[config.mk]
export PLATFORM = sky130hd
export DESIGN_NAME = pi_active_set_bank
export DESIGN_NICKNAME = d
export VERILOG_FILES = /design/src/rtl/pi_act_pkg.sv /design/src/rtl/pi_act_decode.sv /design/src/rtl/pi_act_filter.sv /design/src/rtl/pi_act_state.sv /design/src/rtl/pi_active_set_bank.sv
export SDC_FILE = /design/constraint.sdc
export NUM_CORES = 1
export LEC_CHECK = 0
export BUFFER_PORTS_ARGS = -buffer_cell sky130_fd_sc_hd__buf_2
export CAP_MARGIN = 0
export CELL_PAD_IN_SITES_DETAIL_PLACEMENT = 0
export CELL_PAD_IN_SITES_GLOBAL_PLACEMENT = 1
export CORE_MARGIN = 10
export CORE_UTILIZATION = 25
export DETAILED_ROUTE_END_ITERATION = 8
export MAX_ROUTING_LAYER = met4
export PLACE_DENSITY_LB_ADDON = 0.1
export SLEW_MARGIN = 10
export SYNTH_ARGS = -nofsm -noshare
export SYNTH_HDL_FRONTEND = slang
export SYNTH_SLANG_ARGS = --single-unit
[constraint.sdc]
create_clock -name clk -period 2.06 [get_ports clk]
set_clock_uncertainty 0.05 [all_clocks]
set_input_delay 0.206 -clock clk [delete_from_list [all_inputs] [get_ports clk]]
set_output_delay 0.206 -clock clk [all_outputs]
set_load 0.02 [all_outputs]
[src/rtl/pi_act_pkg.sv]
// Shared constants and types for the interrupt active-state register bank.
// Assumes a byte-addressed bus whose registers are 32 bits wide.
package pi_act_pkg;
    localparam int unsigned REG_W     = 32;
    localparam int unsigned WIN_BYTES = 128;
    localparam int unsigned SET_BASE  = 32'h300;
    localparam int unsigned CLR_BASE  = 32'h380;

    typedef enum logic [1:0] {
        WIN_NONE = 2'd0,
        WIN_SET  = 2'd1,
        WIN_CLR  = 2'd2
    } win_e;
endpackage

[src/rtl/pi_act_decode.sv]
// Address decoder: picks the set or clear window and one-hot selects a
// register inside it. Assumes ADDR_W >= 10 and NUM_REGS <= 32.
// Misaligned or out-of-range addresses select nothing.
module pi_act_decode
    import pi_act_pkg::*;
#(
    parameter int unsigned ADDR_W   = 12,
    parameter int unsigned NUM_REGS = 2
) (
    input  logic [ADDR_W-1:0]   addr,
    output win_e                win,
    output logic [NUM_REGS-1:0] reg_sel
);
    localparam int unsigned HI_W = ADDR_W - 7;
    localparam logic [HI_W-1:0] SET_HI = HI_W'(SET_BASE / WIN_BYTES);
    localparam logic [HI_W-1:0] CLR_HI = HI_W'(CLR_BASE / WIN_BYTES);

    logic [HI_W-1:0] hi;
    logic [4:0]      idx;
    logic            aligned;

    assign hi      = addr[ADDR_W-1:7];
    assign idx     = addr[6:2];
    assign aligned = (addr[1:0] == 2'b00);

    // Window selection from the upper address bits.
    always_comb begin
        win = WIN_NONE;
        if (aligned && hi == SET_HI)      win = WIN_SET;
        else if (aligned && hi == CLR_HI) win = WIN_CLR;
    end

    // One select line per implemented register.
    for (genvar r = 0; r < NUM_REGS; r++) begin : g_sel
        assign reg_sel[r] = (win != WIN_NONE) && (idx == 5'(r));
    end
endmodule

[src/rtl/pi_act_filter.sv]
// Per-interrupt reachability filter. A bit is reachable when the range
// exists, the interrupt is implemented, routing is enabled for its
// security state, and the access may touch its group.
// Assumes all configuration inputs are stable during an access.
module pi_act_filter #(
    parameter int unsigned NUM_INT  = 64,
    parameter bit          EXT_IMPL = 1'b1
) (
    input  logic               acc_ns,
    input  logic               sec_dis,
    input  logic               route_s,
    input  logic               route_ns,
    input  logic [NUM_INT-1:0] grp_secure,
    input  logic [NUM_INT-1:0] impl,
    output logic [NUM_INT-1:0] acc_ok
);
    logic ext_on;
    logic ns_blocked;

    assign ext_on     = EXT_IMPL;
    assign ns_blocked = acc_ns & ~sec_dis;

    // One filter term per interrupt.
    for (genvar i = 0; i < NUM_INT; i++) begin : g_bit
        logic routed;
        assign routed    = grp_secure[i] ? route_s : route_ns;
        assign acc_ok[i] = ext_on & impl[i] & routed
                           & ~(ns_blocked & grp_secure[i]);
    end
endmodule

[src/rtl/pi_act_state.sv]
// Active-state storage. Set strobes win over clears in the same cycle.
// Assumes the strobes are already filtered by the caller.
module pi_act_state #(
    parameter int unsigned NUM_INT = 64
) (
    input  logic               clk,
    input  logic               rst_n,
    input  logic [NUM_INT-1:0] set_eff,
    input  logic [NUM_INT-1:0] clr_eff,
    input  logic [NUM_INT-1:0] hw_deact,
    output logic [NUM_INT-1:0] active,
    output logic [NUM_INT-1:0] act_next
);
    // Next state: clear sources first, then set on top.
    always_comb begin
        act_next = (active & ~(clr_eff | hw_deact)) | set_eff;
    end

    // Hold the active bits, zero on reset.
    always_ff @(posedge clk) begin
        if (!rst_n) active <= '0;
        else        active <= act_next;
    end
endmodule

[src/rtl/pi_active_set_bank.sv]
// Top of the interrupt active-state register bank. Builds filtered per-bit
// set and clear strobes from the bus and returns registered read data that
// already includes a same-cycle write. Assumes single-cycle bus accesses.
module pi_active_set_bank
    import pi_act_pkg::*;
#(
    parameter int unsigned ADDR_W   = 12,
    parameter int unsigned NUM_REGS = 2,
    parameter bit          EXT_IMPL = 1'b1,
    localparam int unsigned NUM_INT = NUM_REGS * REG_W
) (
    input  logic               clk,
    input  logic               rst_n,
    input  logic [ADDR_W-1:0]  bus_addr,
    input  logic               bus_wr,
    input  logic [REG_W-1:0]   bus_wdata,
    input  logic               bus_ns,
    output logic [REG_W-1:0]   bus_rdata,
    input  logic               cfg_sec_dis,
    input  logic               cfg_route_s,
    input  logic               cfg_route_ns,
    input  logic [NUM_INT-1:0] cfg_grp_secure,
    input  logic [NUM_INT-1:0] cfg_impl,
    input  logic [NUM_INT-1:0] hw_deact,
    output logic [NUM_INT-1:0] active_o
);
    win_e               win;
    logic [NUM_REGS-1:0] reg_sel;
    logic [NUM_INT-1:0] acc_ok;
    logic [NUM_INT-1:0] set_eff;
    logic [NUM_INT-1:0] clr_eff;
    logic [NUM_INT-1:0] act_next;
    logic [REG_W-1:0]   rd_word;
    logic [REG_W-1:0]   rdata_q;
    logic               wr_set;
    logic               wr_clr;

    pi_act_decode #(.ADDR_W(ADDR_W), .NUM_REGS(NUM_REGS)) u_decode (
        .addr    (bus_addr),
        .win     (win),
        .reg_sel (reg_sel)
    );

    pi_act_filter #(.NUM_INT(NUM_INT), .EXT_IMPL(EXT_IMPL)) u_filter (
        .acc_ns     (bus_ns),
        .sec_dis    (cfg_sec_dis),
        .route_s    (cfg_route_s),
        .route_ns   (cfg_route_ns),
        .grp_secure (cfg_grp_secure),
        .impl       (cfg_impl),
        .acc_ok     (acc_ok)
    );

    assign wr_set = bus_wr && (win == WIN_SET);
    assign wr_clr = bus_wr && (win == WIN_CLR);

    // Per-register expansion of the write strobe into filtered bit strobes.
    for (genvar r = 0; r < NUM_REGS; r++) begin : g_reg
        assign set_eff[r*REG_W +: REG_W] = {REG_W{wr_set & reg_sel[r]}}
                                           & bus_wdata & acc_ok[r*REG_W +: REG_W];
        assign clr_eff[r*REG_W +: REG_W] = {REG_W{wr_clr & reg_sel[r]}}
                                           & bus_wdata & acc_ok[r*REG_W +: REG_W];
    end

    pi_act_state #(.NUM_INT(NUM_INT)) u_state (
        .clk      (clk),
        .rst_n    (rst_n),
        .set_eff  (set_eff),
        .clr_eff  (clr_eff),
        .hw_deact (hw_deact),
        .active   (active_o),
        .act_next (act_next)
    );

    // Read mux over the post-update state, masked by reachability.
    always_comb begin
        rd_word = '0;
        for (int r = 0; r < NUM_REGS; r++) begin
            if (reg_sel[r]) rd_word |= act_next[r*REG_W +: REG_W] & acc_ok[r*REG_W +: REG_W];
        end
    end

    // Register the read data for return on the next cycle.
    always_ff @(posedge clk) begin
        if (!rst_n) rdata_q <= '0;
        else        rdata_q <= rd_word;
    end

    assign bus_rdata = rdata_q;
endmodule

## Word-level counts from Yosys, hierarchy flattened

Cells that the tools add are included.

- Register bits after elaboration: 96
- Input bits: 243
- Word-level logic and storage cells: 361

- Eq/ne operators: 5
- Multiplexer cells: 68
- Bitwise operators: 277
- Reductions and logical operators: 9

Operator list:

| cell | number |
|---|---|
| $and A32 B32 Y32 | 10 |
| $and A1 B1 Y1 | 197 |
| $or A64 B64 Y64 | 2 |
| $not A1 Y1 | 65 |
| $and A64 B64 Y64 | 1 |
| $mux W1 | 64 |
| $mux W32 | 2 |
| $not A64 Y64 | 1 |
| $or A32 B32 Y32 | 1 |
| $eq A5 B3 Y1 const B | 2 |
| $logic_and A1 B1 Y1 | 6 |
| $eq A5 B1 Y1 const B | 1 |
| $logic_not A5 Y1 | 1 |
| $mux W2 | 2 |
| $eq A2 B1 Y1 const B | 1 |
| $eq A2 B2 Y1 const B | 1 |
| $logic_not A2 Y1 | 1 |
| $reduce_bool A2 Y1 | 1 |

## Logic depth before layout (Yosys ltp)

Gate-level depths: netlist (run 1).

- Depth in word-level cells: 17
- Gate-level depth with buffers: 8
- Depth with buffers taken out: 6

## Hierarchy

From an unflattened synthesis (run 1), not the netlist that was laid out.

- Cell total of the unflattened synthesis: 901
- Area, all modules: 6727.7 sq um

By module, submodules not included:

| module | times used | cells each | area an instance (sq um) |
|---|---|---|---|
| pi_act_state | 1 | 398 | 3300.7 |
| pi_active_set_bank | 1 | 344 | 1933.1 |
| pi_act_filter | 1 | 150 | 1430.1 |
| pi_act_decode | 1 | 9 | 63.8 |

## Worst setup path after synthesis (run 1)

No wires, ideal clock.

- Path kind: input to register
- From: input port bus_addr[11]
- To: register u_state.active[10]
- Library setup time: 0.116 ns
- Arrival time: 1.534 ns
- Setup slack: 0.360 ns
- Stages on the path: 8
- Path through: nor4b_4 nand3_4 nor2_4 and3_1 buf_4 buf_6 a31oi_1 a41o_1

- Word-level cells in the longest chain between the ends: 13
- Elaborated cells between the ends (all ways): 22

Ends and longest elaborated chain:

| what | line | text |
|---|---|---|
| from (decl) | pi_active_set_bank.sv:14 | `input logic [ADDR_W-1:0] bus_addr,` |
| $eq A5 B3 Y1 | pi_act_decode.sv:30 | `else if (aligned && hi == CLR_HI) win = WIN_CLR;` |
| $logic_and A1 B1 Y1 | pi_act_decode.sv:30 |  |
| $mux W2 | pi_act_decode.sv:30 |  |
| $mux W2 * | pi_act_decode.sv:29 | `if (aligned && hi == SET_HI) win = WIN_SET;` |
| $eq A2 B2 Y1 / $reduce_bool A2 Y1 (equally long branches) | pi_active_set_bank.sv:55, pi_act_decode.sv:35 |  |
| $logic_and A1 B1 Y1, on equally long branches | pi_active_set_bank.sv:55, pi_act_decode.sv:35 |  |
| $and A1 B1 Y1 | pi_active_set_bank.sv:61 | `assign clr_eff[r*REG_W +: REG_W] = {REG_W{wr_clr & reg_sel[r]}}` |
| $and A32 B32 Y32 (2 in series) | pi_active_set_bank.sv:62 | `& bus_wdata & acc_ok[r*REG_W +: REG_W];` |
| $or A64 B64 Y64 | pi_act_state.sv:16 | `act_next = (active & ~(clr_eff \| hw_deact)) \| set_eff;` |
| $not A64 Y64 | pi_act_state.sv:16 |  |
| $and A64 B64 Y64 | pi_act_state.sv:16 |  |
| $or A64 B64 Y64 * | pi_act_state.sv:16 |  |
| to (signal assigned) | pi_act_state.sv:22 | `else active <= act_next;` |
| to (decl) | pi_act_state.sv:11 | `output logic [NUM_INT-1:0] active,` |

Mark *: on every way between the ends. The rest lies on a longest branch, timed or not.
A chain may end at the register's enable or synchronous reset.

## Worst setup path in the final report (run 1)

- From: input port bus_addr[3]
- To: register rdata_q[19], in the netlist bus_rdata[19]

- Word-level cells in the longest chain between the ends: 13
- Elaborated cells between the ends (all ways): 25

Ends and longest elaborated chain:

| what | line | text |
|---|---|---|
| $logic_not A5 Y1 | pi_act_decode.sv:35 | `assign reg_sel[r] = (win != WIN_NONE) && (idx == 5'(r));` |
| $logic_and A1 B1 Y1 | pi_act_decode.sv:35 |  |
| $and A1 B1 Y1 | pi_active_set_bank.sv:61 |  |
| $and A32 B32 Y32 (2 in series) | pi_active_set_bank.sv:62 |  |
| $or A64 B64 Y64 | pi_act_state.sv:16 |  |
| $not A64 Y64 | pi_act_state.sv:16 |  |
| $and A64 B64 Y64 | pi_act_state.sv:16 |  |
| $or A64 B64 Y64 | pi_act_state.sv:16 |  |
| $and A32 B32 Y32 | pi_active_set_bank.sv:79 | `if (reg_sel[r]) rd_word \|= act_next[r*REG_W +: REG_W] & acc_ok[r*REG_W +: REG_W];` |
| $mux W32 | pi_active_set_bank.sv:79 |  |
| $or A32 B32 Y32 | pi_active_set_bank.sv:79 |  |
| $mux W32 * | pi_active_set_bank.sv:79 |  |
| to (signal assigned) | pi_active_set_bank.sv:86 | `else rdata_q <= rd_word;` |
| to (decl) | pi_active_set_bank.sv:34 | `logic [REG_W-1:0] rdata_q;` |

Marked as above.

==> results.sh, run 1 <==
export IMPL_async_flop_share_pct=0
export IMPL_preCtsSetupSlack_ns=0.08034
export IMPL_die_h_um=181.2
export IMPL_ant_nets=0
export IMPL_worstSetupPathType="in -> reg"
export IMPL_drv_slew=0
export IMPL_seqPwrFrac_pct=41.3
export IMPL_num_fill_cells=2795
export IMPL_root_buffer="clkbuf_16"
export IMPL_drcViolationCount=0
export IMPL_place_port_buffers=338
export IMPL_grt_use_met2_pct=33.70
export IMPL_swShare_pct=29.34
export IMPL_timing_fmax_ghz=0.6186
export IMPL_synthTopCellsByArea="dfxtp_1 30%, o22ai_1 9.9%, nand2_1 8.0%"
export IMPL_initial_core_util_pct=25.56
export IMPL_finalCriticalPeriod_ns=1.616
export IMPL_power_clock_fraction_pct=40.8
export IMPL_clk_latency_ns=0.35
export IMPL_path_max_fanout=10
export IMPL_cts_setup_buffers=0
export IMPL_cts_sinks=96
export IMPL_final_setup_tns_ns=0
export IMPL_hp_class="in -> reg"
export IMPL_cts_buffer_depth=2
export IMPL_gr_usage_met3_pct=4.136
export IMPL_start_kind="input port"
export IMPL_nNetsFinal=1444
export IMPL_holdBufCountCts=0
export IMPL_status="finished clean"
export IMPL_areaGrowthSynthToFinish_pct=39.80
export IMPL_ios=339
export IMPL_finalPower_mw=4.486
export IMPL_tritoncts="built"
export IMPL_syn_area_um2=6492
export IMPL_combPwrFrac_pct=17.9
export IMPL_synth_common_cells="139 x nand2_1, 103 x o22ai_1, 96 x dfxtp_1, 71 x nor2_1, 62 x nand3b_1"
export IMPL_internal_power_mw=3.170
export IMPL_synth_top_area_cell="dfxtp_1"
export IMPL_busiest_layer="met2"
export IMPL_synth_main_ff_cell="dfxtp_1"
export IMPL_synth_area_per_cell_um2=7.463
export IMPL_synth_edf_count=0
export IMPL_use_met1_pct=24.79
export IMPL_wl_per_cell_um=22.11
export IMPL_coreArea_um2=25400
export IMPL_gp_congestion=0.8614
export IMPL_cts_clk_slew_worst_paths_ns=0.08
export IMPL_finalHoldViolations=0
export IMPL_regArea_um2=1922
export IMPL_viasPerCell=5.249
export IMPL_drtIter0Drc=595
export IMPL_relSlewSlack_pct=65.06
export IMPL_wirelength_um=34230
export IMPL_tightestPinTransition_ns=0.5194
export IMPL_drv_cap=0
export IMPL_ys_ff_latch=96
export IMPL_vias=8126
export IMPL_cts_resized_gates=0
export IMPL_drt_pass1_iterations=5
export IMPL_die_area_um2=32820
export IMPL_grt_use_total_pct=20.33
export IMPL_cts_buffers=9
export IMPL_fp_dieW_um=181.2
export IMPL_ir_drop_uv=243.9
export IMPL_ys_types=44
export IMPL_antenna_found_initial=12
export IMPL_rsz0062_at_grt="no"
export IMPL_cp_end_kind="flop"
export IMPL_grt_pass1_vias=8543
export IMPL_htree_levels=3
export IMPL_syn_nets=1113
export IMPL_leakagePower_nw=3.892
export IMPL_required_ns=2.28
export IMPL_multi_input_area_um2=4269
export IMPL_synth_seq_area_share_pct=29.60
export IMPL_setup_violations_final=0
export IMPL_grt_max_degree=56
export IMPL_row_count=58
export IMPL_drive_gt1_share_pct=35.90
export IMPL_timing_final_ws_setup_ns=0.4436
export IMPL_p_switching_mw=1.316
export IMPL_final_util_pct=35.73
export IMPL_grt_pass1_wl_um=51580
export IMPL_grt_ovfl_total=0
export IMPL_arrival_ns=1.84
export IMPL_fin_crit_sh_pct=78.47
export IMPL_synth_cells=870
export IMPL_dp_hpwl_um=25820
export IMPL_yosysTopAreaCellShare_pct=29.60
export IMPL_ys_warn_count=0
export IMPL_p_per_area_nw_per_um2=494.3
export IMPL_yosysMostFrequentCell="nand2_1"
-- worst max-delay path, stage by stage --
cell and delay, ns:
buf_2 0.11, nor4_4 0.31, and3_2 0.29, buf_12 0.12
nand2_4 0.07, buf_4 0.25, nor3_2 0.23, a21boi_1 0.09
o21ai_1 0.16
-- cell usage in the layout, fill, tap and decap left out, types with 2 or more instances in the layout --
cell,instances
nor3_1,4
nand2b_1,12
dfxtp_1,96
mux2i_1,7
buf_2,338
nor2_1,71
nand2_1,138
nand3b_1,62
a22o_1,2
a21boi_0,14
a21oi_1,24
o22ai_1,103
o21ai_0,21
diode_2,12
a2bb2oi_1,7
a32oi_1,24
a31oi_1,31
a2111oi_0,7
nand4b_1,2
clkbuf_16,9
inv_6,3
buf_12,7
nor3_2,21
o21ai_1,21
or3_1,2
nand3_1,45
o221ai_1,7
a41o_1,23
buf_4,40
a21boi_1,18
and2_1,24
nand4_1,3
-- power groups by stage --
stage          clock (mW)  sequential, mW  combinational (mW)
2_1_floorplan           0            1.90               0.358
3_3_place_gp            0            1.90               0.797
3_5_place_dp            0            1.90               0.798
4_1_cts              1.88            1.85               0.801
5_1_grt              1.96            1.85               0.885
6_report             1.83            1.85               0.803
-- sequential cells by signal (all words and copies together), names as in the netlist --
signal,count
bus_rdata,32
u_state.active,64
-- area by class of cell --
class,instances,area share [%]
Multi-Input combinational cell,707,47.04
Timing Repair Buffer,385,23.49
Sequential cell,96,21.17
Tap cell,330,4.549
Clock buffer,9,2.481
Clock inverter,7,0.8547
Antenna cell,12,0.3309
Inverter,2,0.08271
-- cells by family (layout without fill, tap and decap cells) --
| family | after synthesis | after routing | synth area share [%] |
|---|---|---|---|
| AND/OR/NAND/NOR | 395 | 395 | 32.36 |
| multiplexers | 7 | 7 | 1.079 |
| other | 0 | 12 | 0 |
| buffers and inverters | 67 | 403 | 5.010 |
| AO/OA/AOI/OAI | 305 | 305 | 31.95 |
| flip-flops | 96 | 96 | 29.60 |
-- metrics by stage --
step	hold WS, ns	cell area (um2)	std cells
2_1_floorplan	0.3018	6492	870
3_3_place_gp	0.4509	8743	1520
3_5_place_dp	0.4495	8743	1520
4_1_cts	0.07685	9046	1536
5_1_grt	0.1034	9076	1548
6_report	0.09070	9076	1548
-- final timing paths --
kind / startpoint / end / slack [ns] / cells after the start
max: bus_addr[3] / bus_rdata[19]$_SDFF_PN0_ / 0.44 / 9
min: bus_wdata[23] / bus_rdata[23]$_SDFF_PN0_ / 0.09 / 3
min reg2reg: u_state.active[58]$_SDFF_PN0_ / u_state.active[58]$_SDFF_PN0_ / 0.48 / 2
max reg2reg: u_state.active[63]$_SDFF_PN0_ / bus_rdata[31]$_SDFF_PN0_ / 0.77 / 4
-- per-layer routing --
layer | vias to the layer above | part of all wire [%]
li1 | 3991 | -
met1 | 3791 | 45
met2 | 315 | 47
met3 | 29 | 6.0
met4 | 0 | 1.4
met5 | - | 0
No activity file was read; power rests on OpenSTA's default activity.
==> run 2, diff against run 1 <==
Settings changed: ABC_AREA from default to 1.
Clock period 2.06 ns to 1.7 ns, I/O delays scaled along.
==> run 2 against run 1 <==
- first-iteration DRC count fell by 40%
- synthesized cell count up 12%
- cell count up 5.6%
- global-route usage is 2.4 points lower
- register-to-register slack lost 0.08 ns
- sequential share of layout area up 0.36 points
- total power is 18% higher
- clock-buffer cell count up 2
- clock power rose by 20%
- design area down 1.7%
- core utilization down 1.2 points
- non-clock buffer count fell by 27
- largest power group unchanged
==> results.sh, run 2 <==
export IMPL_fp_dieW_um=181.4
export IMPL_arrival_ns=1.45
export IMPL_p_per_area_nw_per_um2=595.7
export IMPL_synth_seq_area_share_pct=29.49
export IMPL_ios=339
export IMPL_largest_reg_flops=64
export IMPL_cp_end_kind="flop"
export IMPL_timing_rr_end="bus_rdata[4]$_SDFF_PN0_"
export IMPL_yosysTopAreaCellShare_pct=29.49
export IMPL_layout_commonest_cell="buf_2"
export IMPL_cts_sinks=96
export IMPL_die_h_um=181.4
export IMPL_nNetsFinal=1535
export IMPL_synth_cells=973
export IMPL_preCtsSetupSlack_ns=0.06324
export IMPL_rsz0062_at_grt="no"
export IMPL_cts_buffers=9
export IMPL_ys_types=27
export IMPL_areaGrowthSynthToFinish_pct=36.94
export IMPL_cts_buffer_depth=2
export IMPL_leakagePower_nw=4.526
export IMPL_grt_max_degree=45
export IMPL_root_buffer="clkbuf_16"
export IMPL_num_fill_cells=3003
export IMPL_ant_nets=0
export IMPL_status="finished clean"
export IMPL_cts_resized_gates=0
export IMPL_drt_pass1_iterations=5
export IMPL_timing_final_ws_setup_ns=0.4550
export IMPL_cts_setup_buffers=0
export IMPL_finalCriticalPeriod_ns=1.245
export IMPL_final_setup_tns_ns=0
export IMPL_grt_ovfl_total=0
export IMPL_cp_endpoint="bus_rdata[24]$_SDFF_PN0_"
export IMPL_timing_fmax_ghz=0.8032
export IMPL_htree_levels=3
export IMPL_row_count=59
export IMPL_path_max_fanout=12
export IMPL_die_area_um2=32920
export IMPL_finalPower_mw=5.316
export IMPL_drv_slew=0
export IMPL_dp_hpwl_um=22730
export IMPL_grt_pass1_wl_um=45480
export IMPL_wirelength_um=29790
export IMPL_vias=7369
export IMPL_grt_use_total_pct=17.97
export IMPL_place_area_um2=8616
export IMPL_yosysMostFrequentCell="nand2_1"
export IMPL_async_flop_share_pct=0
export IMPL_r2r_slack_ns=0.69
export IMPL_drv_cap=0
export IMPL_drive_gt1_share_pct=33.95
export IMPL_synthTopCellsByArea="dfxtp_1 29%, nand2_1 15%, nand3_1 9.8%"
export IMPL_finalHoldViolations=0
export IMPL_tightestPinTransition_ns=0.5478
export IMPL_clk_latency_ns=0.35
export IMPL_hp_class="in -> reg"
export IMPL_synth_main_ff_cell="dfxtp_1"
export IMPL_wl_per_cell_um=18.22
export IMPL_final_util_pct=34.54
export IMPL_relSlewSlack_pct=63.48
export IMPL_syn_area_um2=6516
export IMPL_layout_common_cells="338 x buf_2, 260 x nand2_1, 128 x nand3_1"
export IMPL_multi_input_area_um2=4003
export IMPL_synth_edf_count=0
export IMPL_ys_warn_count=0
export IMPL_fin_crit_sh_pct=73.24
export IMPL_place_port_buffers=338
export IMPL_coreArea_um2=25840
export IMPL_drtIter0Drc=359
export IMPL_worstSetupPathType="in -> reg"
export IMPL_viasPerCell=4.507
export IMPL_ir_drop_uv=278.3
export IMPL_tritoncts="built"
export IMPL_holdBufCountCts=0
export IMPL_synth_area_per_cell_um2=6.697
export IMPL_cp_startpoint="bus_addr[3]"
export IMPL_stdcell_area_um2=8924
export IMPL_initial_core_util_pct=25.22
export IMPL_antenna_found_initial=5
export IMPL_ys_ff_latch=96
export IMPL_regArea_um2=1922
export IMPL_largest_register="u_state.active"
export IMPL_syn_nets=1216
export IMPL_gp_congestion=0.7670
export IMPL_cts_clk_slew_worst_paths_ns=0.08
export IMPL_required_ns=1.90
export IMPL_synth_common_cells="260 x nand2_1, 128 x nand3_1, 99 x nor2_1, 96 x dfxtp_1, 70 x inv_1"
export IMPL_reg2reg_depth=6
export IMPL_rr_startpoint="u_state.active[4]$_SDFF_PN0_"
export IMPL_setup_violations_final=0
export IMPL_synth_top_area_cell="dfxtp_1"
export IMPL_drcViolationCount=0
export IMPL_start_kind="input port"
export IMPL_grt_pass1_vias=7761
## run 2: layer usage
metal | track usage [%] | up-vias | wire length [um] | part of all wire [%]
met5 | - | - | 0 | 0
li1 | - | 3872 | - | -
met2 | 29.42 | 223 | 14070 | 47
met4 | 3.612 | 0 | 267 | 0.90
met3 | 4.056 | 13 | 1643 | 5.5
met1 | 22.28 | 3261 | 13810 | 46
## run 2: cell type report
| cell class | count | share of cell area (%) |
|---|---|---|
| sequential | 96 | 21.54 |
| antenna | 4 | 0.1122 |
| clock inverter | 4 | 0.6169 |
| multi-input combinational | 754 | 44.85 |
| timing repair buffer | 358 | 22.32 |
| clock buffer | 11 | 2.720 |
| tap | 335 | 4.697 |
| inverter | 73 | 3.141 |
## run 2: logic make-up after synthesis
kind of cell | Yosys count | synth area share (%)
flops | 96 | 29.49
simple gates | 562 | 39.80
compound gates | 192 | 21.54
buf+inv | 123 | 9.159
## run 2: worst max-delay path: stages
cell and delay [ns]:
buf_2 0.10, nor2_1 0.10, nand2_1 0.14, nor2_4 0.17, nand3_4 0.10, buf_4 0.22
o21ai_0 0.23, nand2_1 0.08, nand3_1 0.07, nand2_1 0.05
## run 2: worst min-delay path by stage
stage	start	end	slack (ns)	depth (start not counted)
2_1_floorplan	rst_n	u_state.active[25]$_SDFF_PN0_	0.30	2
3_3_place_gp	hw_deact[28]	u_state.active[28]$_SDFF_PN0_	0.40	4
3_5_place_dp	hw_deact[11]	u_state.active[11]$_SDFF_PN0_	0.40	4
4_1_cts	hw_deact[22]	u_state.active[22]$_SDFF_PN0_	0.02	4
5_1_grt	hw_deact[15]	u_state.active[15]$_SDFF_PN0_	0.03	4
6_report	hw_deact[9]	u_state.active[9]$_SDFF_PN0_	0.03	4
## run 2: report_power, final
part	switching [mW]	total, mW	internal, mW
sequential	0.0000160	2.25	2.25
clock	1.00	2.19	1.18
combinational	0.486	0.881	0.396
## run 2: metrics by stage
| stage | instances | hold slack (ns) |
|---|---|---|
| floorplan | 973 | 0.2973 |
| CTS | 1631 | 0.02126 |
| global route | 1635 | 0.03303 |
| detailed placement | 1616 | 0.4029 |
| global placement | 1616 | 0.4003 |
| finish | 1635 | 0.03256 |
==> run 3, diff against run 2 <==
Clock period 1.7 ns to 1.25 ns, I/O delays scaled along.
==> run 3 against run 2 <==
- design area increased by 4.5%
- critical endpoint unchanged
- die area unchanged
- combinational power increased by 48%
- routed wire length about the same
- cell count increased by 2.3%
- hold slack got worse by 0.014 ns
- via count increased by 2.1%
- largest power group unchanged
- clock power increased by 37%
- register-to-register slack got worse by 0.42 ns
- non-clock buffer count increased by 37
- largest cell class unchanged
- clock-buffer cell count unchanged
- critical path depth unchanged
==> results.sh, run 3 (same netlist as run 2, synthesis figures left out) <==
export IMPL_busiest_layer="met2"
export IMPL_die_area_um2=32920
export IMPL_cts_buffers=9
export IMPL_r2r_slack_ns=0.27
export IMPL_rr_startpoint="u_state.active[4]$_SDFF_PN0_"
export IMPL_cts_sinks=96
export IMPL_start_kind="input port"
export IMPL_holdPathStages=4
export IMPL_place_port_buffers=338
export IMPL_grt_use_total_pct=18.09
export IMPL_row_count=59
export IMPL_dp_hpwl_um=23050
export IMPL_initial_core_util_pct=25.22
export IMPL_layout_common_cells="338 x buf_2, 259 x nand2_1, 128 x nand3_1"
export IMPL_rsz0062_at_grt="no"
export IMPL_largest_reg_flops=64
export IMPL_hp_class="in -> reg"
export IMPL_largest_register="u_state.active"
export IMPL_drcViolationCount=0
export IMPL_wirelength_um=29760
export IMPL_stdcell_area_um2=9328
export IMPL_status="finished clean"
export IMPL_gp_congestion=0.7861
export IMPL_tightestPinTransition_ns=0.5519
export IMPL_leakagePower_nw=4.711
export IMPL_cts_setup_buffers=0
export IMPL_worstSetupPathType="in -> reg"
export IMPL_final_util_pct=36.10
export IMPL_viasPerCell=4.496
export IMPL_p_per_area_nw_per_um2=786.9
export IMPL_ir_drop_uv=462.4
export IMPL_drt_pass1_iterations=5
export IMPL_path_max_fanout=16
export IMPL_setup_violations_final=0
export IMPL_vias=7521
export IMPL_antenna_found_initial=6
export IMPL_nNetsFinal=1572
export IMPL_drtIter0Drc=331
export IMPL_wl_per_cell_um=17.79
export IMPL_use_met1_pct=21.90
export IMPL_reg2reg_depth=6
export IMPL_timing_rr_end="bus_rdata[4]$_SDFF_PN0_"
export IMPL_grt_use_met2_pct=29.96
export IMPL_num_fill_cells=2905
export IMPL_grt_max_degree=45
export IMPL_drv_cap=0
export IMPL_relSlewSlack_pct=63.21
export IMPL_ant_nets=0
export IMPL_multi_input_area_um2=4008
export IMPL_grt_pass1_wl_um=46130
export IMPL_layout_commonest_cell="buf_2"
export IMPL_cp_startpoint="bus_addr[1]"
export IMPL_root_buffer="clkbuf_16"
export IMPL_drive_gt1_share_pct=34.36
export IMPL_die_h_um=181.4
export IMPL_finalPower_mw=7.340
export IMPL_clk_latency_ns=0.36
export IMPL_drv_slew=0
export IMPL_gr_usage_met3_pct=3.976
export IMPL_finalHoldViolations=0
export IMPL_fp_dieW_um=181.4
export IMPL_cts_buffer_depth=2
export IMPL_htree_levels=3
export IMPL_dp_cells=1632
export IMPL_cp_end_kind="flop"
export IMPL_grt_ovfl_total=0
export IMPL_timing_fmax_ghz=0.8727
export IMPL_finalCriticalPeriod_ns=1.146
export IMPL_arrival_ns=1.35
export IMPL_regArea_um2=1922
export IMPL_coreArea_um2=25840
export IMPL_ios=339
export IMPL_required_ns=1.45
export IMPL_areaGrowthSynthToFinish_pct=43.15
export IMPL_grt_pass1_vias=8184
export IMPL_fin_crit_sh_pct=91.67
export IMPL_cts_clk_slew_worst_paths_ns=0.08
export IMPL_fin_cells=1673
export IMPL_cp_endpoint="bus_rdata[24]$_SDFF_PN0_"
export IMPL_place_area_um2=8798
export IMPL_tritoncts="built"
-- run 3: area by class of cell --
type	instances	area share [%]
repair buffers	395	25.61
diodes	5	0.1341
flip-flops and latches	96	20.60
clock buffers	11	2.602
multi-input cells	754	42.96
inverters	73	3.005
clock inverters	4	0.5902
well taps	335	4.494
-- run 3: worst min path at each step --
stage | from | endpoint | slack [ns]
3_3_place_gp | hw_deact[28] | u_state.active[28]$_SDFF_PN0_ | 0.36
4_1_cts | hw_deact[4] | u_state.active[4]$_SDFF_PN0_ | 0.0003
3_5_place_dp | hw_deact[12] | u_state.active[12]$_SDFF_PN0_ | 0.35
5_1_grt | hw_deact[4] | u_state.active[4]$_SDFF_PN0_ | 0.02
2_1_floorplan | rst_n | u_state.active[25]$_SDFF_PN0_ | 0.25
6_report | hw_deact[4] | u_state.active[4]$_SDFF_PN0_ | 0.02
-- run 3: per-stage QoR --
stage                     TNS (ns)  worst slack, ns  hold WS, ns
after floorplan                  0          0.03847       0.2523
after global placement      -12.75          -0.2528       0.3563
after detailed placement    -14.46          -0.2777       0.3548
after CTS                        0          0.09768    0.0002949
after global routing             0          0.01733      0.01901
final                            0           0.1042      0.01834
-- run 3: power breakdown --
| part | switching [mW] | internal, mW |
|---|---|---|
| Combinational | 0.681 | 0.615 |
| Clock | 1.38 | 1.61 |
| Sequential | 0.0000210 | 3.05 |
| Total | 2.06 | 5.28 |
-- run 3: metal layers --
metal | wire [um] | vias up
met5 | 0 | -
met4 | 351 | 0
met3 | 1602 | 18
met2 | 14050 | 215
met1 | 13750 | 3338
li1 | - | 3950
-- run 3: critical path, stage by stage --
cell     delay [ns]
buf_2          0.10
nor2_2         0.10
nand2_2        0.10
nor2_8         0.19
nand3_4        0.12
buf_12         0.18
o21ai_0        0.21
nand2_1        0.07
nand3_1        0.07
nand2_1        0.06
-- run 3: timing repair --
action,in CTS,in global routing
hold endpoints to repair,21,0
hold buffers,21,0
resized for setup,0,4
endpoints found under the setup margin,0,2
